File: src/rtl/nic_csr_pkg.sv
package nic_csr_pkg;

    localparam int HOST_W = 32;
    localparam int REG_W  = 16;
    localparam int OFF_W  = 5;
    localparam int N_EV   = 6;
    localparam int N_STAT = N_EV + 1;
    localparam int ID_W   = 28;
    localparam int N_LOCK = 4;
    localparam int STY_W  = 8;

    // host port offsets
    localparam logic [OFF_W-1:0] OFF_RDP  = 5'h10;
    localparam logic [OFF_W-1:0] OFF_RAP  = 5'h14;
    localparam logic [OFF_W-1:0] OFF_SRST = 5'h18;
    localparam logic [OFF_W-1:0] OFF_BDP  = 5'h1C;

    // register numbers
    localparam int IX_CTL   = 0;
    localparam int IX_ID_LO = 88;
    localparam int IX_ID_HI = 89;
    localparam int IX_STYLE = 20;

    // control word bit positions
    localparam int B_INIT  = 0;
    localparam int B_START = 1;
    localparam int B_STOP  = 2;
    localparam int B_TDMD  = 3;
    localparam int B_IENA  = 6;
    localparam int B_STAT0 = 8;
    localparam int B_AUTOPAD = 11;
    localparam int B_PROM    = 15;

    typedef struct packed {
        logic wr;
        logic init;
        logic start;
        logic stop;
        logic tdmd;
    } cmd_t;

    typedef struct packed {
        logic run;
        logic stop;
        logic init;
        logic txon;
        logic rxon;
        logic iena;
    } run_t;

    localparam run_t RUN_RST = '{run: 1'b0, stop: 1'b1, init: 1'b0,
                                 txon: 1'b0, rxon: 1'b0, iena: 1'b0};

    // register numbers of the configuration words writable only while stopped
    function automatic int lock_idx(input int k);
        case (k)
            0:       return 1;
            1:       return 2;
            2:       return 4;
            default: return 15;
        endcase
    endfunction

    // stop dominates start and init written in the same word
    function automatic cmd_t decode_cmd(input logic we, input logic [REG_W-1:0] w);
        cmd_t c;
        c.wr    = we;
        c.stop  = we & w[B_STOP];
        c.start = we & w[B_START] & ~w[B_STOP];
        c.init  = we & w[B_INIT]  & ~w[B_STOP];
        c.tdmd  = we & w[B_TDMD]  & ~w[B_STOP];
        return c;
    endfunction

    function automatic logic [REG_W-1:0] pack_ctl(input logic [N_STAT-1:0] stat,
                                                  input run_t st);
        logic [REG_W-1:0] v;
        v = '0;
        v[15]           = |stat[N_STAT-1:3];
        v[14:B_STAT0]   = stat;
        v[7]            = |stat;
        v[B_IENA]       = st.iena;
        v[5]            = st.rxon;
        v[4]            = st.txon;
        v[B_TDMD]       = 1'b0;
        v[B_STOP]       = st.stop;
        v[B_START]      = st.run;
        v[B_INIT]       = st.init;
        return v;
    endfunction

endpackage

File: src/rtl/nic_csr_ctl.sv
module nic_csr_ctl
    import nic_csr_pkg::*;
(
    input  logic             clk,
    input  logic             rst,
    input  logic             wr_en,
    input  logic [REG_W-1:0] wdata,
    input  logic [N_EV-1:0]  ev,
    input  logic             init_done,
    output logic [REG_W-1:0] csr_val,
    output logic             init_req,
    output logic             ring_reload,
    output logic             tx_demand,
    output logic             tx_en,
    output logic             rx_en,
    output logic             irq,
    output logic             stopped
);

    cmd_t              cmd;
    run_t              st_q, st_d;
    logic [N_STAT-1:0] stat_q, stat_d, stat_set, stat_clr;
    logic              req_d, rel_d, tdm_d, idone;
    logic              unused_wbits;

    assign cmd          = decode_cmd(wr_en, wdata);
    assign unused_wbits = ^{wdata[15], wdata[7], wdata[5:4]};

    always_comb begin
        st_d  = st_q;
        req_d = 1'b0;
        rel_d = 1'b0;
        tdm_d = cmd.tdmd & st_q.run;
        if (cmd.wr) st_d.iena = wdata[B_IENA];
        if (cmd.stop) begin
            st_d.stop = 1'b1;
            st_d.run  = 1'b0;
            st_d.txon = 1'b0;
            st_d.rxon = 1'b0;
            st_d.init = 1'b0;
        end else begin
            if (cmd.start) begin
                st_d.run  = 1'b1;
                st_d.txon = 1'b1;
                st_d.rxon = 1'b1;
                st_d.stop = 1'b0;
                rel_d     = 1'b1;
            end
            if (cmd.init && !st_q.init) begin
                st_d.init = 1'b1;
                st_d.stop = 1'b0;
                req_d     = 1'b1;
            end else if (init_done && st_q.init) begin
                st_d.init = 1'b0;
            end
        end
    end

    assign idone    = init_done & st_q.init & ~cmd.stop;
    assign stat_set = {ev, idone};
    assign stat_clr = cmd.wr ? wdata[B_STAT0 +: N_STAT] : '0;
    assign stat_d   = (stat_q & ~stat_clr) | stat_set;

    always_ff @(posedge clk) begin
        if (rst) begin
            st_q        <= RUN_RST;
            stat_q      <= '0;
            init_req    <= 1'b0;
            ring_reload <= 1'b0;
            tx_demand   <= 1'b0;
        end else begin
            st_q        <= st_d;
            stat_q      <= stat_d;
            init_req    <= req_d;
            ring_reload <= rel_d;
            tx_demand   <= tdm_d;
        end
    end

    assign csr_val = pack_ctl(stat_q, st_q);
    assign irq     = (|stat_q) & st_q.iena;
    assign tx_en   = st_q.txon;
    assign rx_en   = st_q.rxon;
    assign stopped = st_q.stop;

endmodule

File: src/rtl/nic_csr_cfg.sv
module nic_csr_cfg
    import nic_csr_pkg::*;
#(
    parameter int              IDX_W   = 7,
    parameter logic [ID_W-1:0] CHIP_ID = 28'h2621003
) (
    input  logic              clk,
    input  logic              hard_rst,
    input  logic              soft_rst,
    input  logic              csr_we,
    input  logic              bcr_we,
    input  logic [IDX_W-1:0]  idx,
    input  logic [REG_W-1:0]  wdata,
    input  logic              stopped,
    output logic [REG_W-1:0]  csr_rd,
    output logic [REG_W-1:0]  bcr_rd,
    output logic [HOST_W-1:0] iblk_addr,
    output logic              autopad,
    output logic              promisc,
    output logic [STY_W-1:0]  sw_style
);

    localparam int HI_W = ID_W - REG_W;

    logic [REG_W-1:0] cfg_q [N_LOCK];
    logic [STY_W-1:0] style_q;

    for (genvar k = 0; k < N_LOCK; k++) begin : g_lock
        always_ff @(posedge clk) begin
            if (hard_rst || soft_rst)
                cfg_q[k] <= '0;
            else if (csr_we && stopped && idx == IDX_W'(lock_idx(k)))
                cfg_q[k] <= wdata;
        end
    end

    always_ff @(posedge clk) begin
        if (hard_rst)
            style_q <= '0;
        else if (bcr_we && idx == IDX_W'(IX_STYLE))
            style_q <= wdata[STY_W-1:0];
    end

    always_comb begin
        csr_rd = '0;
        for (int k = 0; k < N_LOCK; k++)
            if (idx == IDX_W'(lock_idx(k))) csr_rd = cfg_q[k];
        if (idx == IDX_W'(IX_ID_LO)) csr_rd = CHIP_ID[REG_W-1:0];
        if (idx == IDX_W'(IX_ID_HI)) csr_rd = {{(REG_W-HI_W){1'b0}}, CHIP_ID[ID_W-1:REG_W]};
    end

    assign bcr_rd    = (idx == IDX_W'(IX_STYLE)) ? {{(REG_W-STY_W){1'b0}}, style_q} : '0;
    assign iblk_addr = {cfg_q[1], cfg_q[0]};
    assign autopad   = cfg_q[2][B_AUTOPAD];
    assign promisc   = cfg_q[3][B_PROM];
    assign sw_style  = style_q;

endmodule

File: src/rtl/nic_csr_port.sv
module nic_csr_port
    import nic_csr_pkg::*;
#(
    parameter int              IDX_W   = 7,
    parameter logic [ID_W-1:0] CHIP_ID = 28'h2621003
) (
    input  logic              clk,
    input  logic              rst,
    input  logic              host_wr,
    input  logic [OFF_W-1:0]  host_off,
    input  logic [HOST_W-1:0] host_wdata,
    output logic [HOST_W-1:0] host_rdata,
    input  logic [N_EV-1:0]   ev_in,
    input  logic              init_done,
    output logic              init_req,
    output logic              ring_reload,
    output logic              tx_demand,
    output logic              tx_en,
    output logic              rx_en,
    output logic              irq,
    output logic [HOST_W-1:0] iblk_addr,
    output logic              autopad,
    output logic              promisc,
    output logic [STY_W-1:0]  sw_style
);

    logic             soft_rst, rst_all;
    logic [IDX_W-1:0] idx_q;
    logic             wr_rdp, wr_bdp, wr_ctl, sel_ctl;
    logic [REG_W-1:0] csr0_w, cfg_rd, bcr_rd;
    logic             stop_w;
    logic             unused_hi;

    assign unused_hi = ^host_wdata[HOST_W-1:REG_W];
    assign soft_rst  = host_wr && host_off == OFF_SRST;
    assign rst_all   = rst || soft_rst;
    assign wr_rdp    = host_wr && host_off == OFF_RDP;
    assign wr_bdp    = host_wr && host_off == OFF_BDP;
    assign sel_ctl   = idx_q == IDX_W'(IX_CTL);
    assign wr_ctl    = wr_rdp && sel_ctl;

    always_ff @(posedge clk) begin
        if (rst_all)
            idx_q <= '0;
        else if (host_wr && host_off == OFF_RAP)
            idx_q <= host_wdata[IDX_W-1:0];
    end

    nic_csr_ctl u_ctl (
        .clk         (clk),
        .rst         (rst_all),
        .wr_en       (wr_ctl),
        .wdata       (host_wdata[REG_W-1:0]),
        .ev          (ev_in),
        .init_done   (init_done),
        .csr_val     (csr0_w),
        .init_req    (init_req),
        .ring_reload (ring_reload),
        .tx_demand   (tx_demand),
        .tx_en       (tx_en),
        .rx_en       (rx_en),
        .irq         (irq),
        .stopped     (stop_w)
    );

    nic_csr_cfg #(.IDX_W(IDX_W), .CHIP_ID(CHIP_ID)) u_cfg (
        .clk       (clk),
        .hard_rst  (rst),
        .soft_rst  (soft_rst),
        .csr_we    (wr_rdp && !sel_ctl),
        .bcr_we    (wr_bdp),
        .idx       (idx_q),
        .wdata     (host_wdata[REG_W-1:0]),
        .stopped   (stop_w),
        .csr_rd    (cfg_rd),
        .bcr_rd    (bcr_rd),
        .iblk_addr (iblk_addr),
        .autopad   (autopad),
        .promisc   (promisc),
        .sw_style  (sw_style)
    );

    always_comb begin
        host_rdata = '0;
        case (host_off)
            OFF_RDP: host_rdata[REG_W-1:0] = sel_ctl ? csr0_w : cfg_rd;
            OFF_RAP: host_rdata[IDX_W-1:0] = idx_q;
            OFF_BDP: host_rdata[REG_W-1:0] = bcr_rd;
            default: host_rdata = '0;
        endcase
    end

endmodule

File: config.mk
export PLATFORM = sky130hd
export DESIGN_NAME = nic_csr_port
export DESIGN_NICKNAME = d
export VERILOG_FILES = /design/src/rtl/nic_csr_pkg.sv /design/src/rtl/nic_csr_ctl.sv /design/src/rtl/nic_csr_cfg.sv /design/src/rtl/nic_csr_port.sv
export SDC_FILE = /design/constraint.sdc
export NUM_CORES = 1
export LEC_CHECK = 0
export BUFFER_PORTS_ARGS = -buffer_cell sky130_fd_sc_hd__buf_2
export CORE_MARGIN = 1
export CORE_UTILIZATION = 40
export DETAILED_ROUTE_END_ITERATION = 10
export PLACE_DENSITY_LB_ADDON = 0.1
export SLEW_MARGIN = 40
export SYNTH_ARGS = -nofsm -noshare
export SYNTH_HDL_FRONTEND = slang
export SYNTH_HIERARCHICAL = 1
export SYNTH_SLANG_ARGS = --single-unit
File: constraint.sdc
create_clock -name clk -period 6.4 [get_ports clk]
set_input_delay 1.28 -clock clk [delete_from_list [all_inputs] [get_ports clk]]
set_output_delay 1.28 -clock clk [all_outputs]
set_load 0.01 [all_outputs]
Word-level counts from Yosys, hierarchy flattened
Memories as Yosys holds them, arrays and structs flattened. Cells that the tools add are included.

Bitwise operators: 20. Reductions and logical operators: 23. Equality and inequality tests: 11. Mux-type cells: 35.

Operators by type and width (count): two-way mux 16 bit (11); case mux 7 bit (3 select lines) (1); equality test 5 bit, second input constant (4); two-way mux 1 bit (20); case mux 9 bit (2 select lines) (1); equality test 7 bit, second input constant (2); logical AND 1 bit (14); AND 1 bit (11); two-way mux 8 bit (1); AND 7 bit (1); equality test 7 x 1 -> 1 bit, second input constant (1); equality test 7 x 2 -> 1 bit, second input constant (1); equality test 7 x 3 -> 1 bit, second input constant (1); equality test 7 x 4 -> 1 bit, second input constant (1); equality test 7 x 5 -> 1 bit, second input constant (1); zero test 7 bit (1); two-way mux 7 bit (1); NOT 7 bit (1); OR 7 bit (1); OR reduction 7 bit (1); OR 1 bit (4); nonzero test 2 bit (2); OR reduction 4 bit (1); zero test 1 bit (2); other kinds (3) (4).

Memories kept: 1. Logic and storage cells: 100. Register bits: 29. Bits in writable memories: 64. Output and inout port bits: 80.

Memories: u_cfg.cfg_q (depth 4, bits a word 16, rd ports 4, clocked after Yosys merged registers in 0, write ports 4, line nic_csr_cfg.sv:25) `logic [REG_W-1:0] cfg_q [N_LOCK];`.

Depth between registers and ports, before layout
Depth in word-level cells: 9. Mapped depth: 9. Mapped depth without buffers: 6.

Cells and area by module
Netlist, hierarchy kept.

By module, submodules not included: nic_csr_cfg (area each 3480.8 µm², instances 1, sequential area each 2082.0 µm², cells an instance 298); nic_csr_port (area each 1066.0 µm², instances 1, sequential area each 140.1 µm², cells an instance 142); nic_csr_ctl (area each 585.6 µm², instances 1, sequential area each 280.3 µm², cells an instance 54).

Least setup slack after synthesis
OpenSTA, ideal clock, no wires.

Path type: input to register. Start: in host_off[4]. End: mem u_cfg.cfg_q[3][0], enable pin. Arrival time: 3.480 ns. Path slack: 2.506 ns. Cell stages on the path: 7. Library setup time: 0.414 ns. Data required time: 5.986 ns. Cell sequence: buf_2 -> nor2b_1 -> buf_2 -> o211a_4 -> and2_1 -> nand2_1 -> o31ai_1.

RTL lines: start: declaration (line nic_csr_port.sv:10) `input logic [OFF_W-1:0] host_off,`; end: declaration (line nic_csr_cfg.sv:25).

Worst setup path in the final report
Start: in host_off[2]. End: out host_rdata[1].

Longest elaborated chain between the ends: 2. Elaborated cells between the ends (all ways): 4. Classes of those cells: eq/ne: 3; mux: 1.

RTL lines: equality test 5 bit (line nic_csr_port.sv:85) `case (host_off)`; case mux 7 bit (3 select lines) (*) (line nic_csr_port.sv:85); end: declaration (line nic_csr_port.sv:12) `output logic [HOST_W-1:0] host_rdata,`.

Mark *: on every way between the ends. The rest lies on a longest branch, timed or not.

==> impl_metrics.env <==
export IMPL_run_status="finished, final reports clean"
export IMPL_total_power_uw=1320
export IMPL_path_max_fanout=22
export IMPL_cp_required_ns=5.12
export IMPL_cts_clk_slew_worst_paths_ns=0.07
export IMPL_max_slew_margin_rel_pct=45.7
export IMPL_cts_root_buf="clkbuf_16"
export IMPL_use_met1_pct=28.9
export IMPL_grt_max_degree=23
export IMPL_ys_seq_elements=93
export IMPL_pwr_share_clk_pct=42.3
export IMPL_dieHeight_um=115
export IMPL_reg2reg_depth=5
export IMPL_initial_core_util_pct=40.8
export IMPL_fmax_mhz=240
export IMPL_n_fill_cell=1174
export IMPL_hold_path_depth=2
export IMPL_grt_busiest_layer="met2"
export IMPL_finClkSkew_ns=0.00514
export IMPL_max_cap_violations=0
export IMPL_cts_tree="built"
export IMPL_worstMarginPinSlew_ns=0.810
export IMPL_cpMaxStageDelayCell="nor3_4"
export IMPL_final_util_pct=46.9
export IMPL_grt_pass1_wl_um=21400
export IMPL_cts_htree_levels=3
export IMPL_finalNetCount=612
export IMPL_p_sw_share_pct=22.6
export IMPL_period_share_pct=65.1
export IMPL_grtUsageMet2_pct=36.6
export IMPL_intPower_uw=1020
export IMPL_gr_usage_met3_pct=4.22
export IMPL_crit_path_start_kind="primary input"
export IMPL_cts_sinks=93
export IMPL_slowest_delay_ns=0.64
export IMPL_synthTopCellsByCount="and2_1 (78), edfxtp_1 (64), nand3_1 (42), buf_4 (34)"
export IMPL_dieArea_um2=13300
export IMPL_detailedRoute_firstPassIterationCount=5
export IMPL_postCtsSetupRepairBufs=0
export IMPL_yosys_area_top_type="edfxtp_1"
export IMPL_overflow=0
export IMPL_portBuffers=94
export IMPL_grt_antenna_before_repair=0
export IMPL_cpMostUsedCell="buf_2"
export IMPL_cellPowerDensity_nw_per_um2=224
export IMPL_postRouteAntennaNets=0
export IMPL_fin_cells=742
export IMPL_cp_end_kind="output port"
export IMPL_place_inst=726
export IMPL_setup_violations=0
export IMPL_grt_pass1_vias=3836
export IMPL_tns_ns=0
export IMPL_ys_types=56
export IMPL_vias_per_cell=5.45
export IMPL_route_vias_total=4047
export IMPL_synth_most_common_cell="and2_1"
export IMPL_wirelength_um=14500
export IMPL_n_antenna_cell=0
export IMPL_holdCritPathClass="reg -> reg"
export IMPL_post_cts_resized=0
export IMPL_synth_top_cell_area_share_pct=37.4
export IMPL_synthTopCellsByArea="edfxtp_1 (37%), dfxtp_1 (11%), and2_1 (9.5%)"
export IMPL_std_cell_rows=41
export IMPL_drc=0
export IMPL_syn_area_um2=5130
export IMPL_place_congestion=0.814
export IMPL_grt_setup_unrepaired="no"
export IMPL_area_delta_synth_final_pct=15.0
export IMPL_synth_ff_type="edfxtp_1"
export IMPL_power_leakage_uw=0.00238
export IMPL_power_switching_uw=298
export IMPL_critical_path_class="in -> out"
export IMPL_path_cells="buf_2 > nor3_4 > and4bb_2 > a221o_1 > buf_2"
export IMPL_seq_area_frac_synth_pct=48.8
export IMPL_clkLatencyLatePin_ns=0.34
export IMPL_slew_viol_final=0
export IMPL_layout_drive_gt1_share_pct=26.3
export IMPL_postCtsHoldBufs=0
export IMPL_core_um2=12600
export IMPL_clock_path_buffers=2
export IMPL_syn_avg_cell_area_um2=10.4
export IMPL_crit_arrival_ns=2.89
export IMPL_die_w_um=115
export IMPL_synthCells=494
export IMPL_vdd_drop_max_mv=0.117
export IMPL_sequentialPowerShare_pct=50.7
export IMPL_async_reset_ff_share_pct=0
export IMPL_hold_viol=0
export IMPL_grt_usage_pct=22.0
export IMPL_drt_iter0_markers=299
export IMPL_dp_final_hpwl_um=10200
export IMPL_synth_edff_count=64
export IMPL_period_needed_ns=4.17
export IMPL_pin_count=127
export IMPL_cts_buffers=9
export IMPL_wl_per_cell_um=19.5
export IMPL_power_frac_comb_pct=7.0
export IMPL_yosys_warnings=6
-- area by class of cell --
type	count	area (um^2)	share of cell area, %
repair buffers	103	538	9.12
clock buffers	13	270	4.58
inverters	1	3.75	0.0636
multi-input cells	357	2330	39.5
well taps	172	215	3.65
clock inverters	3	42.5	0.721
flip-flops and latches	93	2500	42.4
-- routing by layer --
layer  vias up  share of wire, %
met2       135                48
li1       1934                 -
met3        14               5.1
met5         -                 0
met4         0               1.6
met1      1964                45
-- worst max-delay path, delay by kind of cell --
| kind | cells | cell delay (ns) |
|---|---|---|
| compound gates | 1 | 0.22 |
| buf+inv | 2 | 0.26 |
| simple gates | 2 | 1.12 |
-- flip-flops by register name, indices dropped and copies added (netlist names) --
signal	count
u_ctl/stat_q	7
u_cfg/cfg_q	64
u_ctl/rx_en	1
u_ctl/init_req	1
u_ctl/stopped	1
u_ctl/csr_val	2
u_ctl/ring_reload	1
idx_q	7
u_ctl/tx_demand	1
u_cfg/sw_style	8
-- power by group through the flow --
| stage | sequential (uW) | clock, uW | combinational, uW |
|---|---|---|---|
| global route | 672 | 596 | 100 |
| CTS | 670 | 570 | 92.2 |
| floorplan | 684 | 0 | 56.0 |
| detailed placement | 683 | 0 | 91.9 |
| finish | 670 | 559 | 92.2 |
| global placement | 683 | 0 | 89.3 |
-- cells by family (layout without fill, tap and decap cells) --
family	count (synthesis)	after routing	share of synthesized area [%]
other	3	25	0.219
flip-flops	93	93	48.8
AND/OR/NAND/NOR	197	197	23.1
multiplexers	1	1	0.195
buffers and inverters	66	120	7.92
AO/OA/AOI/OAI	134	134	19.8
-- placed cells by master (no fill, tap or decap), types with 2 or more instances in the layout --
cell / count
a211oi_1: 3
a21boi_0: 3
a21boi_1: 2
a21oi_1: 28
a221o_1: 9
a221oi_1: 10
a22o_1: 13
a32o_1: 2
and2_1: 78
and3_1: 7
buf_2: 94
buf_4: 9
clkbuf_16: 9
clkbuf_8: 3
conb_1: 25
dfxtp_1: 29
edfxtp_1: 64
nand2_1: 14
nand3_1: 42
nand3b_1: 8
nand4_1: 2
nor2_1: 14
nor2_2: 3
nor2b_1: 7
nor3b_1: 3
o2111ai_1: 9
o211ai_2: 9
o21ai_0: 26
o21ai_1: 3
o21ba_2: 6
o31a_1: 2
or3_1: 2
or4_4: 2
-- per-stage QoR --
stage | setup WS, ns | hold WS (ns) | cell area, um^2
after floorplan | 2.51 | 0.485 | 5220
after global placement | 1.99 | 0.455 | 5580
after detailed placement | 2.26 | 0.466 | 5590
after CTS | 2.26 | 0.476 | 5900
after global routing | 2.12 | 0.487 | 5900
final | 2.23 | 0.474 | 5900
-- final timing paths --
kind	start	to	slack, ns
worst max-delay path	host_off[2]	host_rdata[1]	2.23
worst min-delay path	u_cfg/sw_style[5]	u_cfg/sw_style[5]	0.47
worst max register to register	idx_q[0]	u_ctl/stopped	3.54
worst min register to register	u_cfg/sw_style[5]	u_cfg/sw_style[5]	0.47
(Power assumes the default switching activity.)
